==> src/rtl/irq_flag_pkg.sv <==
package irq_flag_pkg;

    typedef enum logic [0:0] {
        CTX_NORMAL  = 1'b0,
        CTX_SERVICE = 1'b1
    } ctx_state_e;

    typedef struct packed {
        logic zero;
        logic sign;
        logic carry;
    } flag_set_t;

    localparam flag_set_t FLAGS_CLEAR = '{zero: 1'b0, sign: 1'b0, carry: 1'b0};

endpackage

==> src/rtl/flag_bank.sv <==
module flag_bank
    import irq_flag_pkg::*;
#(
    parameter int NUM_CTX = 5,
    parameter int CTX_W   = 3
) (
    input  logic             clk,
    input  logic             rst_n,
    input  logic             wr_en,
    input  logic [CTX_W-1:0] sel,
    input  flag_set_t        wr_data,
    output flag_set_t        rd_data
);

    flag_set_t sets [NUM_CTX];

    for (genvar g = 0; g < NUM_CTX; g++) begin : g_ctx
        always_ff @(posedge clk or negedge rst_n) begin
            if (!rst_n) begin
                sets[g] <= FLAGS_CLEAR;
            end else if (wr_en && (sel == CTX_W'(g))) begin
                sets[g] <= wr_data;
            end
        end

        // a set that is not selected keeps its value.
        assert_other_sets_hold_R5: assert property (
            @(posedge clk) disable iff (!rst_n)
            (sel != CTX_W'(g)) |=> $stable(sets[g])
        );
    end

    always_comb begin
        rd_data = FLAGS_CLEAR;
        for (int i = 0; i < NUM_CTX; i++) begin
            if (sel == CTX_W'(i)) begin
                rd_data = sets[i];
            end
        end
    end

endmodule

==> src/rtl/level_stack.sv <==
module level_stack #(
    parameter int DEPTH = 5,
    parameter int W     = 3
) (
    input  logic         clk,
    input  logic         rst_n,
    input  logic         push,
    input  logic         pop,
    input  logic [W-1:0] push_data,
    output logic [W-1:0] top,
    output logic         empty,
    output logic         full
);

    localparam int SP_W = $clog2(DEPTH + 1);

    logic [SP_W-1:0] sp;
    logic [W-1:0]    mem [DEPTH];

    assign empty = (sp == '0);
    assign full  = (sp == SP_W'(DEPTH));

    always_ff @(posedge clk or negedge rst_n) begin
        if (!rst_n) begin
            sp <= '0;
        end else if (push) begin
            sp <= sp + 1'b1;
        end else if (pop) begin
            sp <= sp - 1'b1;
        end
    end

    for (genvar g = 0; g < DEPTH; g++) begin : g_slot
        always_ff @(posedge clk or negedge rst_n) begin
            if (!rst_n) begin
                mem[g] <= '0;
            end else if (push && (sp == SP_W'(g))) begin
                mem[g] <= push_data;
            end
        end
    end

    always_comb begin
        top = '0;
        for (int i = 0; i < DEPTH; i++) begin
            if (sp == SP_W'(i + 1)) begin
                top = mem[i];
            end
        end
    end

    assert_no_pop_empty_R7: assert property (
        @(posedge clk) disable iff (!rst_n) !(pop && empty)
    );

    assert_no_push_full_R8: assert property (
        @(posedge clk) disable iff (!rst_n) !(push && full)
    );

endmodule

==> src/rtl/ctx_fsm.sv <==
module ctx_fsm
    import irq_flag_pkg::*;
#(
    parameter int CTX_W = 3,
    parameter int LVL_W = 2
) (
    input  logic             clk,
    input  logic             rst_n,
    input  logic             enter,
    input  logic [LVL_W-1:0] level,
    input  logic             ret,
    input  logic             stk_empty,
    input  logic             stk_full,
    input  logic [CTX_W-1:0] stk_top,
    output logic             push,
    output logic             pop,
    output logic [CTX_W-1:0] cur_ctx,
    output logic             in_service,
    output logic             err
);

    ctx_state_e       state_q, state_d;
    logic [CTX_W-1:0] ctx_d;
    logic             take_enter, take_ret, stray_ret;

    // Entry has priority over a return in the same cycle.
    assign take_enter = enter && !stk_full;
    assign take_ret   = ret && !enter && !stk_empty;
    assign stray_ret  = ret && !enter && stk_empty;

    // State register.
    always_ff @(posedge clk or negedge rst_n) begin
        if (!rst_n) begin
            state_q <= CTX_NORMAL;
            cur_ctx <= '0;
            err     <= 1'b0;
        end else begin
            state_q <= state_d;
            cur_ctx <= ctx_d;
            err     <= err | stray_ret;
        end
    end

    // Next-state logic.
    always_comb begin
        state_d = state_q;
        ctx_d   = cur_ctx;
        unique case (state_q)
            CTX_NORMAL: begin
                if (take_enter) begin            // ENTER
                    state_d = CTX_SERVICE;
                    ctx_d   = CTX_W'(level) + CTX_W'(1);
                end
            end
            CTX_SERVICE: begin
                if (take_enter) begin            // NEST
                    ctx_d = CTX_W'(level) + CTX_W'(1);
                end else if (take_ret) begin
                    ctx_d = stk_top;
                    if (stk_top == '0) begin     // LEAVE
                        state_d = CTX_NORMAL;
                    end                          // else RESUME
                end
            end
            default: begin
                state_d = CTX_NORMAL;
                ctx_d   = '0;
            end
        endcase
    end

    // Outputs.
    always_comb begin
        push       = take_enter;
        pop        = take_ret;
        in_service = (state_q == CTX_SERVICE);
    end

    assert_enter_selects_level_R3: assert property (
        @(posedge clk) disable iff (!rst_n)
        (enter && !stk_full) |=> (cur_ctx == CTX_W'($past(level)) + CTX_W'(1)) && in_service
    );

    assert_stray_sets_err_R7: assert property (
        @(posedge clk) disable iff (!rst_n)
        (ret && !enter && stk_empty) |=> err && $stable(cur_ctx)
    );

    assert_err_sticky_R7: assert property (
        @(posedge clk) disable iff (!rst_n) err |=> err
    );

    assert_full_enter_ignored_R8: assert property (
        @(posedge clk) disable iff (!rst_n)
        (enter && stk_full) |=> $stable(cur_ctx)
    );

endmodule

==> src/rtl/flag_readout.sv <==
module flag_readout
    import irq_flag_pkg::*;
#(
    parameter int                ADDR_W     = 8,
    parameter int                DATA_W     = 8,
    parameter logic [ADDR_W-1:0] FLAGS_ADDR = 8'h26
) (
    input  logic [ADDR_W-1:0] rd_addr,
    input  flag_set_t         flags,
    output logic [DATA_W-1:0] rd_data
);

    always_comb begin
        rd_data = '0;
        if (rd_addr == FLAGS_ADDR) begin
            rd_data[0] = flags.carry;
            rd_data[1] = flags.sign;
            rd_data[2] = flags.zero;
        end
    end

endmodule

==> src/rtl/irq_flag_ctx.sv <==
module irq_flag_ctx
    import irq_flag_pkg::*;
#(
    parameter int                NUM_LEVELS  = 4,
    parameter int                STACK_DEPTH = 5,
    parameter int                ADDR_W      = 8,
    parameter int                DATA_W      = 8,
    parameter logic [ADDR_W-1:0] FLAGS_ADDR  = 8'h26,
    localparam int               NUM_CTX     = NUM_LEVELS + 1,
    localparam int               CTX_W       = $clog2(NUM_CTX),
    localparam int               LVL_W       = $clog2(NUM_LEVELS)
) (
    input  logic              clk,
    input  logic              rst_n,
    input  logic              alu_we,
    input  logic              alu_ovf,
    input  logic              alu_unf,
    input  logic              alu_zero,
    input  logic              irq_enter,
    input  logic [LVL_W-1:0]  irq_level,
    input  logic              irq_return,
    input  logic              sub_call,
    input  logic              sub_ret,
    input  logic [ADDR_W-1:0] rd_addr,
    output logic              flag_carry,
    output logic              flag_sign,
    output logic              flag_zero,
    output logic              in_service,
    output logic [CTX_W-1:0]  active_ctx,
    output logic [DATA_W-1:0] rd_data,
    output logic              ret_err
);

    logic             stk_push, stk_pop, stk_empty, stk_full;
    logic [CTX_W-1:0] stk_top;
    flag_set_t        wr_set, cur_set;

    assign wr_set = '{zero: alu_zero, sign: alu_unf, carry: alu_ovf};

    ctx_fsm #(.CTX_W(CTX_W), .LVL_W(LVL_W)) u_fsm (
        .clk        (clk),
        .rst_n      (rst_n),
        .enter      (irq_enter),
        .level      (irq_level),
        .ret        (irq_return),
        .stk_empty  (stk_empty),
        .stk_full   (stk_full),
        .stk_top    (stk_top),
        .push       (stk_push),
        .pop        (stk_pop),
        .cur_ctx    (active_ctx),
        .in_service (in_service),
        .err        (ret_err)
    );

    level_stack #(.DEPTH(STACK_DEPTH), .W(CTX_W)) u_stack (
        .clk       (clk),
        .rst_n     (rst_n),
        .push      (stk_push),
        .pop       (stk_pop),
        .push_data (active_ctx),
        .top       (stk_top),
        .empty     (stk_empty),
        .full      (stk_full)
    );

    flag_bank #(.NUM_CTX(NUM_CTX), .CTX_W(CTX_W)) u_bank (
        .clk     (clk),
        .rst_n   (rst_n),
        .wr_en   (alu_we),
        .sel     (active_ctx),
        .wr_data (wr_set),
        .rd_data (cur_set)
    );

    flag_readout #(.ADDR_W(ADDR_W), .DATA_W(DATA_W), .FLAGS_ADDR(FLAGS_ADDR)) u_rd (
        .rd_addr (rd_addr),
        .flags   (cur_set),
        .rd_data (rd_data)
    );

    assign flag_carry = cur_set.carry;
    assign flag_sign  = cur_set.sign;
    assign flag_zero  = cur_set.zero;

    assert_call_ret_inert_R6: assert property (
        @(posedge clk) disable iff (!rst_n)
        ((sub_call || sub_ret) && !alu_we && !irq_enter && !irq_return)
            |=> $stable(cur_set) && $stable(active_ctx)
    );

    assert_return_restores_R4: assert property (
        @(posedge clk) disable iff (!rst_n)
        (irq_return && !irq_enter && !stk_empty) |=> (active_ctx == $past(stk_top))
    );

    assert_write_lands_R2: assert property (
        @(posedge clk) disable iff (!rst_n)
        (alu_we && !irq_enter && !irq_return) |=> (cur_set == $past(wr_set))
    );

endmodule

==> config.mk <==
export PLATFORM = sky130hd
export DESIGN_NAME = irq_flag_ctx
export DESIGN_NICKNAME = d
export VERILOG_FILES = /design/src/rtl/irq_flag_pkg.sv /design/src/rtl/flag_bank.sv /design/src/rtl/level_stack.sv /design/src/rtl/ctx_fsm.sv /design/src/rtl/flag_readout.sv /design/src/rtl/irq_flag_ctx.sv
export SDC_FILE = /design/constraint.sdc
export NUM_CORES = 1
export LEC_CHECK = 0
export CAP_MARGIN = 5
export CELL_PAD_IN_SITES_DETAIL_PLACEMENT = 1
export CELL_PAD_IN_SITES_GLOBAL_PLACEMENT = 1
export CORE_MARGIN = 5
export CORE_UTILIZATION = 54
export CTS_CLUSTER_SIZE = 30
export DETAILED_ROUTE_END_ITERATION = 10
export DONT_BUFFER_PORTS = 1
export GPL_TIMING_DRIVEN = 1
export MAX_ROUTING_LAYER = met4
export PLACE_DENSITY = 0.91
export SYNTH_ARGS = -nofsm -noshare
export SYNTH_HDL_FRONTEND = slang
export SYNTH_HIERARCHICAL = 1
export SYNTH_SLANG_ARGS = --single-unit
==> constraint.sdc <==
create_clock -name clk -period 3.65 [get_ports clk]
set_clock_uncertainty 0.15 [all_clocks]
set_input_delay 0.1825 -clock clk [delete_from_list [all_inputs] [get_ports clk]]
set_output_delay 0.1825 -clock clk [all_outputs]
set_load 0.05 [all_outputs]
Yosys cells after proc, flatten, opt, wreduce, memory -nomap -nowiden --
Cells that the tools add are included.
Cells by class: reductions and logical operators 22, order comparisons 0, div/mod/pow operators 0, equality and inequality tests 12, mux-type cells 22, multiply operators 0, bitwise operators 2, add/subtract/negate cells 3, shift operators 0
Operator list (number):
- $mux W3 | 16
- $logic_and A1 B1 Y1 | 14
- $eq A3 B2 Y1 const B | 4
- $eq A3 B3 Y1 const B | 3
- $logic_not A3 Y1 | 3
- $eq A8 B6 Y1 const B | 1
- $eq A3 B1 Y1 const B | 2
- $pmux W3 S2 | 1
- $mux W1 | 4
- $add A2 B1 Y3 const B | 1
- $add A3 B1 Y3 const B | 1
- $logic_not A1 Y1 | 3
- $ne A3 B2 Y1 const B | 1
- $sub A3 B1 Y3 const B | 1
- $ne A2 B1 Y1 const B | 1
- $pmux W1 S2 | 1
- $reduce_and A2 Y1 | 1
- $reduce_bool A2 Y1 | 1
- $not A1 Y1 | 1
- $or A1 B1 Y1 | 1
Storage, ports and cells: input bits 20, logic and storage cells 85, RAM bits 0, memories kept 0, bits in registers 38, latch bits 0, memory bits (read-only) 0

Depth between registers and ports, before layout --
Gate-level depths: netlist of the first run.
word-level depth 11, mapped depth 9, mapped depth without buffers 8

By module --
Netlist of the first run, hierarchy kept.
Modules (own cells, without submodules):
- level_stack | area an instance 952.2 sq um, seq. area each 450.4 sq um, cells each 77, times used 1
- flag_bank | area an instance 775.7 sq um, seq. area each 375.4 sq um, cells each 53, times used 1
- ctx_fsm | area an instance 287.8 sq um, seq. area each 125.1 sq um, cells each 24, times used 1
- flag_readout | area an instance 88.8 sq um, seq. area each 0.0 sq um, cells each 14, times used 1

Least setup slack after synthesis of the first run --
OpenSTA, ideal clock, no wires.
path type register -> output, start point register u_fsm.cur_ctx[1], end point output port rd_data[0], slack -0.198 ns, cell stages (with the launch flop) 5, required time 3.317 ns, arrival time 3.515 ns, path through dfrtp_1 > or2b_1 > o21ai_0 > inv_1 > nor3_1
On the way: longest elaborated chain between the ends 7, elaborated cells between the ends (all ways) 11, classes of those cells eq/ne (4); mux (6); reduce/logical (1)
Ends and longest elaborated chain:
- start: declaration | RTL line ctx_fsm.sv:17 | output logic [CTX_W-1:0] cur_ctx,
- start signal: assignment | RTL line ctx_fsm.sv:39 | cur_ctx <= ctx_d;
- $logic_not A3 Y1 | RTL line flag_bank.sv:36 | if (sel == CTX_W'(i)) begin
- $mux W3 (4 in series) | RTL line flag_bank.sv:36
- $mux W3 * | RTL line flag_bank.sv:36
- net flag_carry | RTL line irq_flag_ctx.sv:25 | output logic flag_carry,
- $mux W3 * | RTL line flag_readout.sv:15 | if (rd_addr == FLAGS_ADDR) begin
- end: declaration | RTL line irq_flag_ctx.sv:30 | output logic [DATA_W-1:0] rd_data,
The timed path passes the listed nets; every way through them passes the cells marked *.

Final worst setup path of the first run --
start point register u_fsm.cur_ctx[1], end point output port rd_data[2]
On the way: longest elaborated chain between the ends 7, elaborated cells between the ends (all ways) 11, classes of those cells eq/ne (4); mux (6); reduce/logical (1)
Ends and longest elaborated chain:
- $logic_not A3 Y1 | RTL line flag_bank.sv:36
- $mux W3 (4 in series) | RTL line flag_bank.sv:36
- $mux W3 * | RTL line flag_bank.sv:36
- net flag_zero | RTL line irq_flag_ctx.sv:27 | output logic flag_zero,
- $mux W3 * | RTL line flag_readout.sv:15
Marks and branches as above.

==> summary.txt, run 1 <==
sequential area share after synthesis: 0.4518
crit end category: output port
most frequent cells in the layout: 38 x dfrtp_1, 29 x mux2_2
Pwr per Cell Area: 955.7 nW/um^2
final hold violations: 0
placed inst area: 2176 sq um
syn avg cell area: 12.53 sq um
most common cell after layout, fill and taps aside: dfrtp_1
met2 routed WL: 2.645 mm
Top FF cell, synth: dfrtp_1
Clock H-tree levels: 2
worst-skew pair later-pin latency: 0.29 ns
Mapped Cells: 168
R2R Setup Slk: 1.18 ns
top layer reached by signal wires: met4
HP Class: input pin to register
Core Area: 3716 sq um
setup TNS: 0 ns
vias in the first global route: 1616
Initial Util: 0.5663
io pins: 36
GR Overflow Total: 0
first-pass GRT wire length: 8.569 mm
TritonRoute pass-1 iters: 4
layout cells sized above 1: 0.3226
Seq pwr share: 0.381
Worst Path Max Fanout: 15
Design Area, Final: 2359 sq um
TritonCTS clock tree: built
startpoint types: register
leakage: 1.020 nW
ys async rst share: 1.000
status: completed
fin nets: 214
initial antenna violation count: 0
Die W: 72.43 um
row cnt: 22
routability cong.: 0.8737
area grow syn2layout: 12.07%
peak supply drop: 468.8 uV
final WL: 4.973 mm
Rel. slew slack: 0.5842
critical path arrival: 2.24 ns
DRT iter0 DRCs: 68
Post-synth EDFFs: 0
fin crit period: 2.572 ns
Mapped Area: 2105 sq um
GR Util All Layers: 0.2232
setup violators final: 0
wire per inst: 21.25 um
Root Driver: clkbuf_8
sw frac: 0.4316
synth warn: 6
RSZ-0062 raised after global routing: false
WHS Path Cells: 3
CTS resizes: 0
hold endpoint: u_fsm/cur_ctx[1]
Ant. Diodes: 0
met3 WL: 281 um
Worst-Margin Slew: 0.6237 ns
max-cap violation count: 0
die height: 72.43 um
internal power: 1.281 mW
Vias: 1407
HP Start: irq_level[1]
post-detail-place hpwl: 3.616 mm
Cell variety after synth: 41
Longest Clk Path Bufs: 2
worst path required time: 3.32 ns
ANT nets after route: 0
RR Endpoint: u_fsm/in_service
Post-route DRC: 0
Slew Limit Fails: 0
CTS sink cnt: 38
die area: 5246 sq um
max frequency: 388.8 MHz
net switching power: 973.0 uW
pin count of the biggest net entering global routing: 39
vias per std cell: 6.013
Clk pin slew, worst setup/hold paths: 0.07 ns
wl on met1: 1.909 mm
Fillers: 384
Synth Register Bits: 38
WS Path Type: register to output port
# port buffers: 0
worst r2r src: u_stack/sp[2]
Reg2Reg Depth: 8
combinational power share: 0.496
Clk pwr share: 0.123
final period utilization: 0.7046
CTS buffer count: 5
power by group through the flow:
stage	Combinational (mW)	Clock [mW]	Sequential [mW]
after floorplan	0.828	0	0.854
after global placement	1.02	0	0.833
after detailed placement	1.08	0	0.862
after CTS	1.12	0.289	0.855
after global routing	1.21	0.315	0.888
final	1.12	0.277	0.859
state kept, by name (all words and copies together), names as in the netlist:
name              flops
u_fsm/err             1
u_fsm/cur_ctx         3
u_stack/sp            3
u_fsm/in_service      1
u_stack/mem          15
u_bank/sets          15
metrics by stage:
stage	setup slack, ns	std cells	utilization	hold slack [ns]	total power [mW]
global placement	1.292	219	0.5855	-0.2621	1.853
CTS	1.068	234	0.6347	0.02311	2.260
detailed placement	1.205	219	0.5855	-0.2620	1.946
global route	0.9989	234	0.6347	0.07462	2.409
floorplan	0.1194	172	-	-0.2631	1.683
finish	1.078	234	0.6347	0.06270	2.254
cell type report:
cell class,instances,area [sq um],area share
Clock buffer,6,82.58,0.03501
Inverter,8,30.03,0.01273
Multi-Input combinational cell,117,1075,0.4557
Sequential cell,38,950.9,0.4032
Tap cell,48,60.06,0.02546
Timing Repair Buffer,17,160.2,0.06790
worst max-delay path by stage:
stage                     startpoint               end  slack [ns]  cells after the start
floorplan           u_fsm/cur_ctx[1]        rd_data[1]        0.12                      4
global placement       u_stack/sp[2]  u_fsm/in_service        1.29                      7
detailed placement     u_stack/sp[1]   u_stack/mem[11]        1.21                      8
CTS                 u_fsm/cur_ctx[1]        rd_data[2]        1.07                      7
global route        u_fsm/cur_ctx[0]        rd_data[2]         1.0                      6
finish              u_fsm/cur_ctx[1]        rd_data[2]        1.08                      7
timing repair:
| action | CTS | global route |
|---|---|---|
| hold endpoints to repair | 56 | 0 |
| hold buffers | 9 | 0 |
| setup buffers | 0 | 0 |
logic make-up (layout without fill, tap and decap cells):
group           count (synthesis)  after routing  synth area share
compound gates                 20             20           0.07730
xor+xnor                        2              2          0.008325
fa+ha+maj                       7              7           0.04162
buf+inv                        17             31           0.04459
flops                          38             38            0.4518
mux                            39             39            0.2099
other cells                     1              5          0.001782
simple gates                   44             44            0.1647
synth_stat cells, types with 3 or more instances:
library cell	count	area (sq um)
dfrtp_1	38	950.9
mux2_2	29	326.6
inv_1	8	30.03
nand2_1	8	30.03
a221o_1	7	70.07
ha_1	7	87.58
mux2i_1	7	70.07
buf_4	5	37.54
nor2_1	4	15.01
nor2b_1	4	25.02
nor3_1	4	20.02
nor3b_1	4	30.03
o21ai_0	4	20.02
buf_2	3	15.01
mux2_4	3	45.04
nand3_1	3	15.01
critical path, cell delays in order (launching register included):
cell and delay, ns:
dfrtp_1 0.33, buf_4 0.31, or2b_1 0.31, o32ai_1 0.14
a31o_2 0.36, inv_1 0.08, nor3_1 0.19, buf_4 0.22
per-layer routing:
layer  up-vias  track usage
met5         -            -
met4         0      0.09631
met3        12      0.05679
met2        41       0.3842
met1       717       0.2434
li1        637            -
No activity file was read; power rests on OpenSTA's default activity.
==> inputs of run 2 (changes only) <==
- CORE_UTILIZATION: 54 -> 45
- PLACE_DENSITY: 0.91 -> 0.82
- clock period: 3.65 -> 2.15 ns (I/O delays scaled with it)
==> summary.txt, run 2 (synthesis results as in run 1) <==
post-detail-place hpwl: 3.742 mm
WHS Path Cells: 2
Ant. Diodes: 0
Fillers: 454
CTS buffer count: 5
worst-skew pair later-pin latency: 0.30 ns
failing checks: negative setup slack
TritonCTS clock tree: built
WS Path Type: register to register
Worst-Margin Slew: 0.5877 ns
die height: 78.39 um
Clk pin slew, worst setup/hold paths: 0.08 ns
CTS sink cnt: 38
worst path required time: 2.21 ns
Slew Limit Fails: 0
Pwr per Cell Area: 1687 nW/um^2
Post-route DRC: 0
most common cell after layout, fill and taps aside: dfrtp_1
hold endpoint: u_bank/sets[4]
pin count of the biggest net entering global routing: 39
R2R Setup Slk: -0.04 ns
max-cap violation count: 0
HP Start: alu_we
Worst Path Max Fanout: 4
Longest Clk Path Bufs: 2
leakage: 1.169 nW
status: finished with violations
DRT iter0 DRCs: 44
worst r2r src: u_stack/sp[1]
startpoint types: register
Vias: 1482
final WL: 5.353 mm
RSZ-0062 raised after global routing: true
Rel. slew slack: 0.6082
initial antenna violation count: 0
most frequent cells in the layout: 33 x dfrtp_1, 29 x mux2_2, 24 x buf_4, 9 x dlygate4sd3_1
GR Overflow Total: 0
Finished Core Util: 0.6039
setup violators final: 4
worst slack, placed: -0.06322 ns
area of the multi-input gates: 1159 sq um
# port buffers: 0
io pins: 36
Hold WS: 0.01086 ns
HP Class: input pin to register
max frequency: 457.2 MHz
Core Area: 4444 sq um
routability cong.: 0.8948
GR Util All Layers: 0.1980
row cnt: 24
RR Endpoint: u_fsm/cur_ctx[0]
fin nets: 233
wire per inst: 20.67 um
Power, Total: 4.528 mW
peak supply drop: 716.9 uV
vias in the first global route: 1733
final period utilization: 1.017
vias per std cell: 5.722
area grow syn2layout: 27.53%
Initial Util: 0.4735
final hold violations: 0
Seq. cell area: 957.2 sq um
biggest regs: u_bank/sets (15), u_stack/mem (15)
Clock H-tree levels: 2
first-pass GRT wire length: 9.032 mm
fin crit period: 2.187 ns
Root Driver: clkbuf_8
Die W: 78.39 um
Reg2Reg Depth: 8
TritonRoute pass-1 iters: 4
die area: 6144 sq um
critical path arrival: 2.25 ns
layout cells sized above 1: 0.4976
post-route setup slack: -0.03734 ns
crit end category: register
ANT nets after route: 0
run 2: final cells by class:
type | instances | share of cell area
flip-flops and latches | 38 | 0.3566
well taps | 52 | 0.02424
clock inverters | 2 | 0.02238
clock buffers | 6 | 0.03077
repair buffers | 36 | 0.1231
inverters | 8 | 0.01119
multi-input cells | 117 | 0.4317
run 2: how the worst max path moves through the flow:
| stage | endpoint | start | slack [ns] | depth (start not counted) |
|---|---|---|---|---|
| floorplan | rd_data[1] | u_fsm/cur_ctx[2] | -0.54 | 5 |
| global route | u_fsm/in_service | u_stack/sp[0] | -0.13 | 9 |
| global placement | u_fsm/in_service | u_stack/sp[0] | -0.03 | 7 |
| finish | u_fsm/cur_ctx[0] | u_stack/sp[1] | -0.04 | 8 |
| CTS | u_fsm/in_service | u_stack/sp[1] | -0.01 | 8 |
| detailed placement | u_fsm/in_service | u_stack/sp[0] | -0.06 | 7 |
run 2: repair_timing:
action	4_1_cts	5_1_grt
resized for setup	10	6
endpoints found under the setup margin	10	16
hold endpoints to repair	60	0
buffers inserted	1	5
pin swaps	2	3
hold buffers	10	0
run 2: report_power, final:
group / switching (mW) / internal, mW / total, mW
clock network: 0.261 / 0.495 / 0.756
registers: 0.394 / 1.08 / 1.48
logic: 1.17 / 1.12 / 2.29
run 2: per-stage QoR:
stage	instance area, sq um	setup TNS (ns)	cells
2_1_floorplan	2178	-0.8948	172
3_3_place_gp	2349	-0.02818	235
6_report	2684	-0.09652	259
5_1_grt	2684	-0.5043	259
3_5_place_dp	2349	-0.06389	235
4_1_cts	2636	-0.01216	254
run 2: critical path, cell delays in order (launching register included):
cell and delay (ns):
dfrtp_2 0.45, buf_4 0.14, ha_1 0.20, nor4b_2 0.40, a221o_1 0.21, a221o_1 0.19
buf_4 0.13, nand3_1 0.09, o211ai_2 0.13
run 2: layer usage:
metal	wire length (um)	global-route usage	up-vias	part of all wire
met3	258	0.04462	16	0.048
met1	1985	0.1913	748	0.37
met2	2958	0.3733	45	0.55
met4	150	0.09091	0	0.028
met5	0	-	-	0
li1	-	-	673	-
